--- config.mk ---
export PLATFORM = sky130hd
export DESIGN_NAME = scan_polarity_fixer
export DESIGN_NICKNAME = d
export VERILOG_FILES = /design/src/rtl/spf_pkg.sv /design/src/rtl/spf_ctrl.sv /design/src/rtl/spf_dp.sv /design/src/rtl/scan_polarity_fixer.sv
export SDC_FILE = /design/constraint.sdc
export NUM_CORES = 1
export LEC_CHECK = 0
export BUFFER_PORTS_ARGS = -buffer_cell sky130_fd_sc_hd__buf_2
export CELL_PAD_IN_SITES_DETAIL_PLACEMENT = 0
export CELL_PAD_IN_SITES_GLOBAL_PLACEMENT = 1
export CORE_AREA = 10 10 47 49
export DETAILED_ROUTE_END_ITERATION = 10
export DIE_AREA = 0 0 57 59
export PLACE_DENSITY = 0.69
export SKIP_LAST_GASP = 1
export SLEW_MARGIN = 10
export SYNTH_ARGS = -nofsm -noshare
export SYNTH_HDL_FRONTEND = slang
export SYNTH_HIERARCHICAL = 1
export SYNTH_SLANG_ARGS = --single-unit
--- constraint.sdc ---
create_clock -name clk -period 4.4 [get_ports clk]
set_clock_uncertainty 0.1 [all_clocks]
set_input_delay 0.22 -clock clk [delete_from_list [all_inputs] [get_ports clk]]
set_output_delay 0.22 -clock clk [all_outputs]
set_load 0.01 [all_outputs]
--- src/rtl/spf_pkg.sv ---
package spf_pkg;

  typedef enum logic {
    DIR_LOAD   = 1'b0,
    DIR_UNLOAD = 1'b1
  } dir_e;

  // strobes from the sequencer to the datapath
  typedef struct packed {
    logic take;       // an input bit is accepted this cycle
    logic oddPos;     // current position is odd
    logic unloadDir;  // pass runs in unload direction
  } ctrlStrb_t;

endpackage

--- src/rtl/spf_ctrl.sv ---
module spf_ctrl
  import spf_pkg::*;
#(
  parameter int CHAIN_LEN = 7
) (
  input  logic      clk,
  input  logic      rstN,
  input  logic      startPulse,
  input  logic      unloadMode,
  input  logic      inValid,
  output ctrlStrb_t strb,
  output logic      done
);

  localparam int CW = $clog2(CHAIN_LEN + 1);
  localparam logic [CW-1:0] LAST_POS  = CW'(CHAIN_LEN);
  localparam logic [CW-1:0] FIRST_POS = CW'(1);

  logic [CW-1:0] pos;
  logic          armed;
  dir_e          dirQ;
  logic          takeNow;

  assign takeNow = armed && inValid && !startPulse;

  always_ff @(posedge clk or negedge rstN) begin
    if (!rstN) begin
      pos   <= FIRST_POS;
      armed <= 1'b0;
      done  <= 1'b0;
      dirQ  <= DIR_LOAD;
    end else if (startPulse) begin
      pos   <= FIRST_POS;
      armed <= 1'b1;
      done  <= 1'b0;
      dirQ  <= unloadMode ? DIR_UNLOAD : DIR_LOAD;
    end else if (takeNow) begin
      if (pos == LAST_POS) begin
        armed <= 1'b0;
        done  <= 1'b1;
      end else begin
        pos <= pos + FIRST_POS;
      end
    end
  end

  always_comb begin
    strb.take      = takeNow;
    strb.oddPos    = pos[0];
    strb.unloadDir = (dirQ == DIR_UNLOAD);
  end

endmodule

--- src/rtl/spf_dp.sv ---
module spf_dp
  import spf_pkg::*;
#(
  parameter int CHAIN_LEN = 7
) (
  input  logic      clk,
  input  logic      rstN,
  input  ctrlStrb_t strb,
  input  logic      inBit,
  output logic      outBit,
  output logic      outValid
);

  localparam bit EVEN_LEN = (CHAIN_LEN % 2) == 0;

  logic unloadFlip;
  logic flipNow;

  generate
    if (EVEN_LEN) begin : g_evenLen
      assign unloadFlip = ~strb.oddPos;
    end else begin : g_oddLen
      assign unloadFlip = strb.oddPos;
    end
  endgenerate

  assign flipNow = strb.unloadDir ? unloadFlip : strb.oddPos;

  always_ff @(posedge clk or negedge rstN) begin
    if (!rstN) begin
      outBit   <= 1'b0;
      outValid <= 1'b0;
    end else begin
      outValid <= strb.take;
      if (strb.take) outBit <= inBit ^ flipNow;
    end
  end

endmodule

--- src/rtl/scan_polarity_fixer.sv ---
module scan_polarity_fixer
  import spf_pkg::*;
#(
  parameter int CHAIN_LEN = 7
) (
  input  logic clk,
  input  logic rstN,
  input  logic startPulse,
  input  logic unloadMode,
  input  logic inBit,
  input  logic inValid,
  output logic outBit,
  output logic outValid,
  output logic done
);

  ctrlStrb_t strbW;

  spf_ctrl #(.CHAIN_LEN(CHAIN_LEN)) uCtrl (
    .clk        (clk),
    .rstN       (rstN),
    .startPulse (startPulse),
    .unloadMode (unloadMode),
    .inValid    (inValid),
    .strb       (strbW),
    .done       (done)
  );

  spf_dp #(.CHAIN_LEN(CHAIN_LEN)) uDp (
    .clk      (clk),
    .rstN     (rstN),
    .strb     (strbW),
    .inBit    (inBit),
    .outBit   (outBit),
    .outValid (outValid)
  );

endmodule

Word-level counts from Yosys, hierarchy flattened:

Index checks and enable logic that the tools add are counted.

* flip-flop bits (word level): 7
* word-level logic and storage cells: 25

* $add $sub $neg: 1
* equality and inequality tests: 2
* multiplexer cells: 9
* bitwise logic cells: 1
* reductions and logical operators: 7

Operators by type and width (number)
* $mux W3: 3
* $mux W1: 6
* $reduce_and A2 Y1: 2
* $reduce_bool A2 Y1: 2
* $add A3 B1 Y3 const B: 1
* $eq A3 B3 Y1 const B: 1
* $logic_and A1 B1 Y1: 2
* $ne A2 B2 Y1 const B: 1
* $logic_not A1 Y1: 1
* $xor A1 B1 Y1: 1

Depth between registers and ports, before layout:

* word-level depth: 4
* gate-level depth with buffers: 5
* gate-level depth less buffers: 4

Modules after synthesis:

Netlist, hierarchy kept.

By module, submodules not included
* spf_ctrl: times used 1, cells each 30, area each 329.1 µm²
* spf_dp: times used 1, cells each 5, area each 67.6 µm²

Worst setup path after synthesis:

OpenSTA, ideal clock, no wires.

* kind: register to register
* from: register uCtrl.pos[0]
* to: register uCtrl.pos[1]
* setup time: 123 ps
* arrival: 1219 ps
* required time: 4177 ps
* path slack: 2959 ps
* cell stages (with the launch flop): 6
* clock period less this slack: 1441 ps
* cell sequence: dfstp_2 -> ha_1 -> ha_1 -> and3b_1 -> buf_6 -> mux2i_1

* word-level cells in the longest chain between the ends: 4
* elaborated cells between the ends (all ways): 7
* those cells by class: add/sub: 1; eq/ne: 2; mux: 3; reduce/logical: 1

RTL lines
* start, declared: line spf_ctrl.sv:19 `logic [CW-1:0] pos;`
* start signal, assigned: line spf_ctrl.sv:42 `pos <= pos + FIRST_POS;`
* $add A3 B1 Y3: line spf_ctrl.sv:42
* $mux W3: line spf_ctrl.sv:38 `if (pos == LAST_POS) begin`
* $mux W3: line spf_ctrl.sv:37 `end else if (takeNow) begin`
* $mux W3: line spf_ctrl.sv:32 `end else if (startPulse) begin`

Several ways; a longest one is shown, not always the timed one. The select of a mux whose other input is x is not followed.
A chain may end at the register's enable or synchronous reset.

Final worst setup path:

* from: register uCtrl.pos[0]
* to: register uCtrl.pos[2]

Same word-level chain as after synthesis.

==> impl_metrics.tcl <==
set metrics [dict create \
    die_w_um 57 \
    endpoint_kind "flip-flop" \
    route.detailed.drc 0 \
    worst_pin_slew_ps 193.0 \
    crit_buf_inv 0 \
    crit_path_max_incr_delay_ps 380 \
    critPathMostFrequentCell "ha_1" \
    antenna_found_initial 0 \
    dp_hpwl_um 448.1 \
    holdPathEnd "uCtrl/done$_DFFE_PN0P_" \
    r2r-start "uCtrl/pos[0]$_DFFE_PN1P_" \
    route.met2.wl_um 264 \
    wirelength_um 564 \
    maxSlewHeadroom 0.8713 \
    initial_core_util 0.2518 \
    grt_util_all_layers 0.03429 \
    netSwitchingFraction 0.2372 \
    cts_hold_buf 1 \
    routed-wl-met3_um 61 \
    post-route-period-util 0.3363 \
    cts_sinks 7 \
    tns_ps 0 \
    p_int_uw 116.3 \
    viasPerCell 4.179 \
    cts_buffers 3 \
    cp.required_ps 4460 \
    fin_crit_ps 1480 \
    grt_pass1_vias 214 \
    arrival_ps 1540 \
    syn_area_um2 352.8 \
    port-buffer-count 7 \
    path_cells "ha_1, ha_1, and3b_1, mux2i_1" \
    cp_top_family "adder cells" \
    cts_resized 0 \
    cts_tree "yes" \
    finish.net_count 49 \
    crit_fanout 4 \
    status "finished, final reports clean" \
    rr_worst_depth 4 \
    worstSkewPairLatency_ps 250 \
    clock_path_buffers 2 \
    pwr_density_cell_mw_per_mm2 369.2 \
    wl_met1_um 239 \
    seq_area_um2 176.4 \
    hold_path.class "in -> reg" \
    grt_max_degree 10 \
    antenna_cells 0 \
    highest_layer "met3" \
    multiInputGateArea_um2 145.1 \
    max_freq_mhz 675.7 \
    r2r_setup_slack_ps 2920 \
    vdd_drop_max_mv 0.2080 \
    netlist_instances 32 \
    grt-ovfl-total 0 \
    synth-warning-count 6 \
    globalplace.congestion 0.6467 \
    reg2reg_to "uCtrl/pos[2]$_DFFE_PN0P_" \
    whs_path_depth 2 \
    core_mm2 0.001401 \
    nFillCells 162 \
    grt_pass1_wl_um 869 \
    clkPwrFrac 0.371 \
    dr.first_iter.drc_count 1 \
    holdCritStartpoint "startPulse" \
    syn_area_per_cell_um2 11.03 \
    p_seq_frac 0.485 \
    drv_slew 0 \
    ant_nets 0 \
    hold_violations 0 \
    comb_power_share 0.145 \
    clkSlewWorstSetupHoldPaths_ps 50 \
    maxCapViolCount 0 \
    clock-root-buffer "clkbuf_4" \
    rows 14 \
    routed-via-count 234 \
    path_class "reg -> reg" \
    die_area_mm2 0.003363 \
    dr.pass1.iters 4 \
    power_leakage_uw 0.0002002 \
    rsz0062_at_grt "no" \
    p_sw_uw 36.16 \
    hold_ws_ps 132.3 \
    utilization 0.2946 \
    post-cts-setup-buffers 0 \
    synth_nets 40 \
    htree_levels 1 \
    wl_per_cell_um 10.07 \
    area_growth_pct 17.02 \
    crit_path_start_kind "flip-flop" \
    critPathSlowestCell "dfstp_2" \
    ios 9 \
    die_height_um 59 \
    setup_viol 0 \
    drive_gt1_frac 0.2750 \
]
[per-stage QoR]
stage / cell area, µm² / std cells / total power, µW / setup WS (ps)
6_report: 412.9 / 56 / 152.4 / 2920
5_1_grt: 412.9 / 56 / 161.5 / 2817
4_1_cts: 412.9 / 56 / 156.4 / 2905
3_5_place_dp: 376.6 / 51 / 96.95 / 2918
3_3_place_gp: 376.6 / 51 / 96.30 / 2917
2_1_floorplan: 352.8 / 32 / 92.12 / 2959
[cells in the final DEF (no fill, tap or decap), drive strengths merged]
cell / instances
a21o: 1
a21oi: 1
a31oi: 1
and3b: 1
buf: 7
clkbuf: 4
dfrtp: 6
dfstp: 1
dlygate4sd3: 1
ha: 2
mux2i: 3
nand2: 2
nand2b: 4
nor2: 4
nor2b: 1
xnor2: 1
[state kept, by name, indices dropped and copies added (netlist names)]
register	cells
uDp/outValid	1
uCtrl/done	1
uDp/outBit	1
uCtrl/armed	1
uCtrl/pos	3
[worst max path at each step]
stage / endpoint / depth (start not counted) / slack, ps / start
floorplan: uCtrl/pos[1]$_DFFE_PN0P_ / 5 / 2960 / uCtrl/pos[0]$_DFFE_PN1P_
global placement: uCtrl/pos[2]$_DFFE_PN0P_ / 4 / 2920 / uCtrl/pos[0]$_DFFE_PN1P_
detailed placement: uCtrl/pos[2]$_DFFE_PN0P_ / 4 / 2920 / uCtrl/pos[0]$_DFFE_PN1P_
CTS: uCtrl/pos[2]$_DFFE_PN0P_ / 4 / 2900 / uCtrl/pos[0]$_DFFE_PN1P_
global route: uCtrl/pos[2]$_DFFE_PN0P_ / 4 / 2820 / uCtrl/pos[0]$_DFFE_PN1P_
finish: uCtrl/pos[2]$_DFFE_PN0P_ / 4 / 2920 / uCtrl/pos[0]$_DFFE_PN1P_
[layout make-up]
cell class	instances	share of cell area
clock buffer	4	0.06364
multi-input combinational	21	0.3515
sequential	7	0.4273
tap	16	0.04848
timing repair buffer	8	0.1091
[power by group through the flow]
stage          clock [µW]  sequential, µW  combinational, µW
2_1_floorplan           0            75.6               16.5
3_3_place_gp            0            74.8               21.5
3_5_place_dp            0            75.0               22.0
4_1_cts              59.7            73.9               22.8
5_1_grt              61.6            74.8               25.1
6_report             56.5            73.9               22.0
[per-layer routing]
| layer | vias to the layer above | GRT usage |
|---|---|---|
| met2 | 6 | 0.05271 |
| met3 | 0 | 0.04292 |
| met1 | 109 | 0.03005 |
| met4 | 0 | 0 |
| met5 | - | 0 |
| li1 | 119 | - |
No activity file was read; power rests on OpenSTA's default activity.
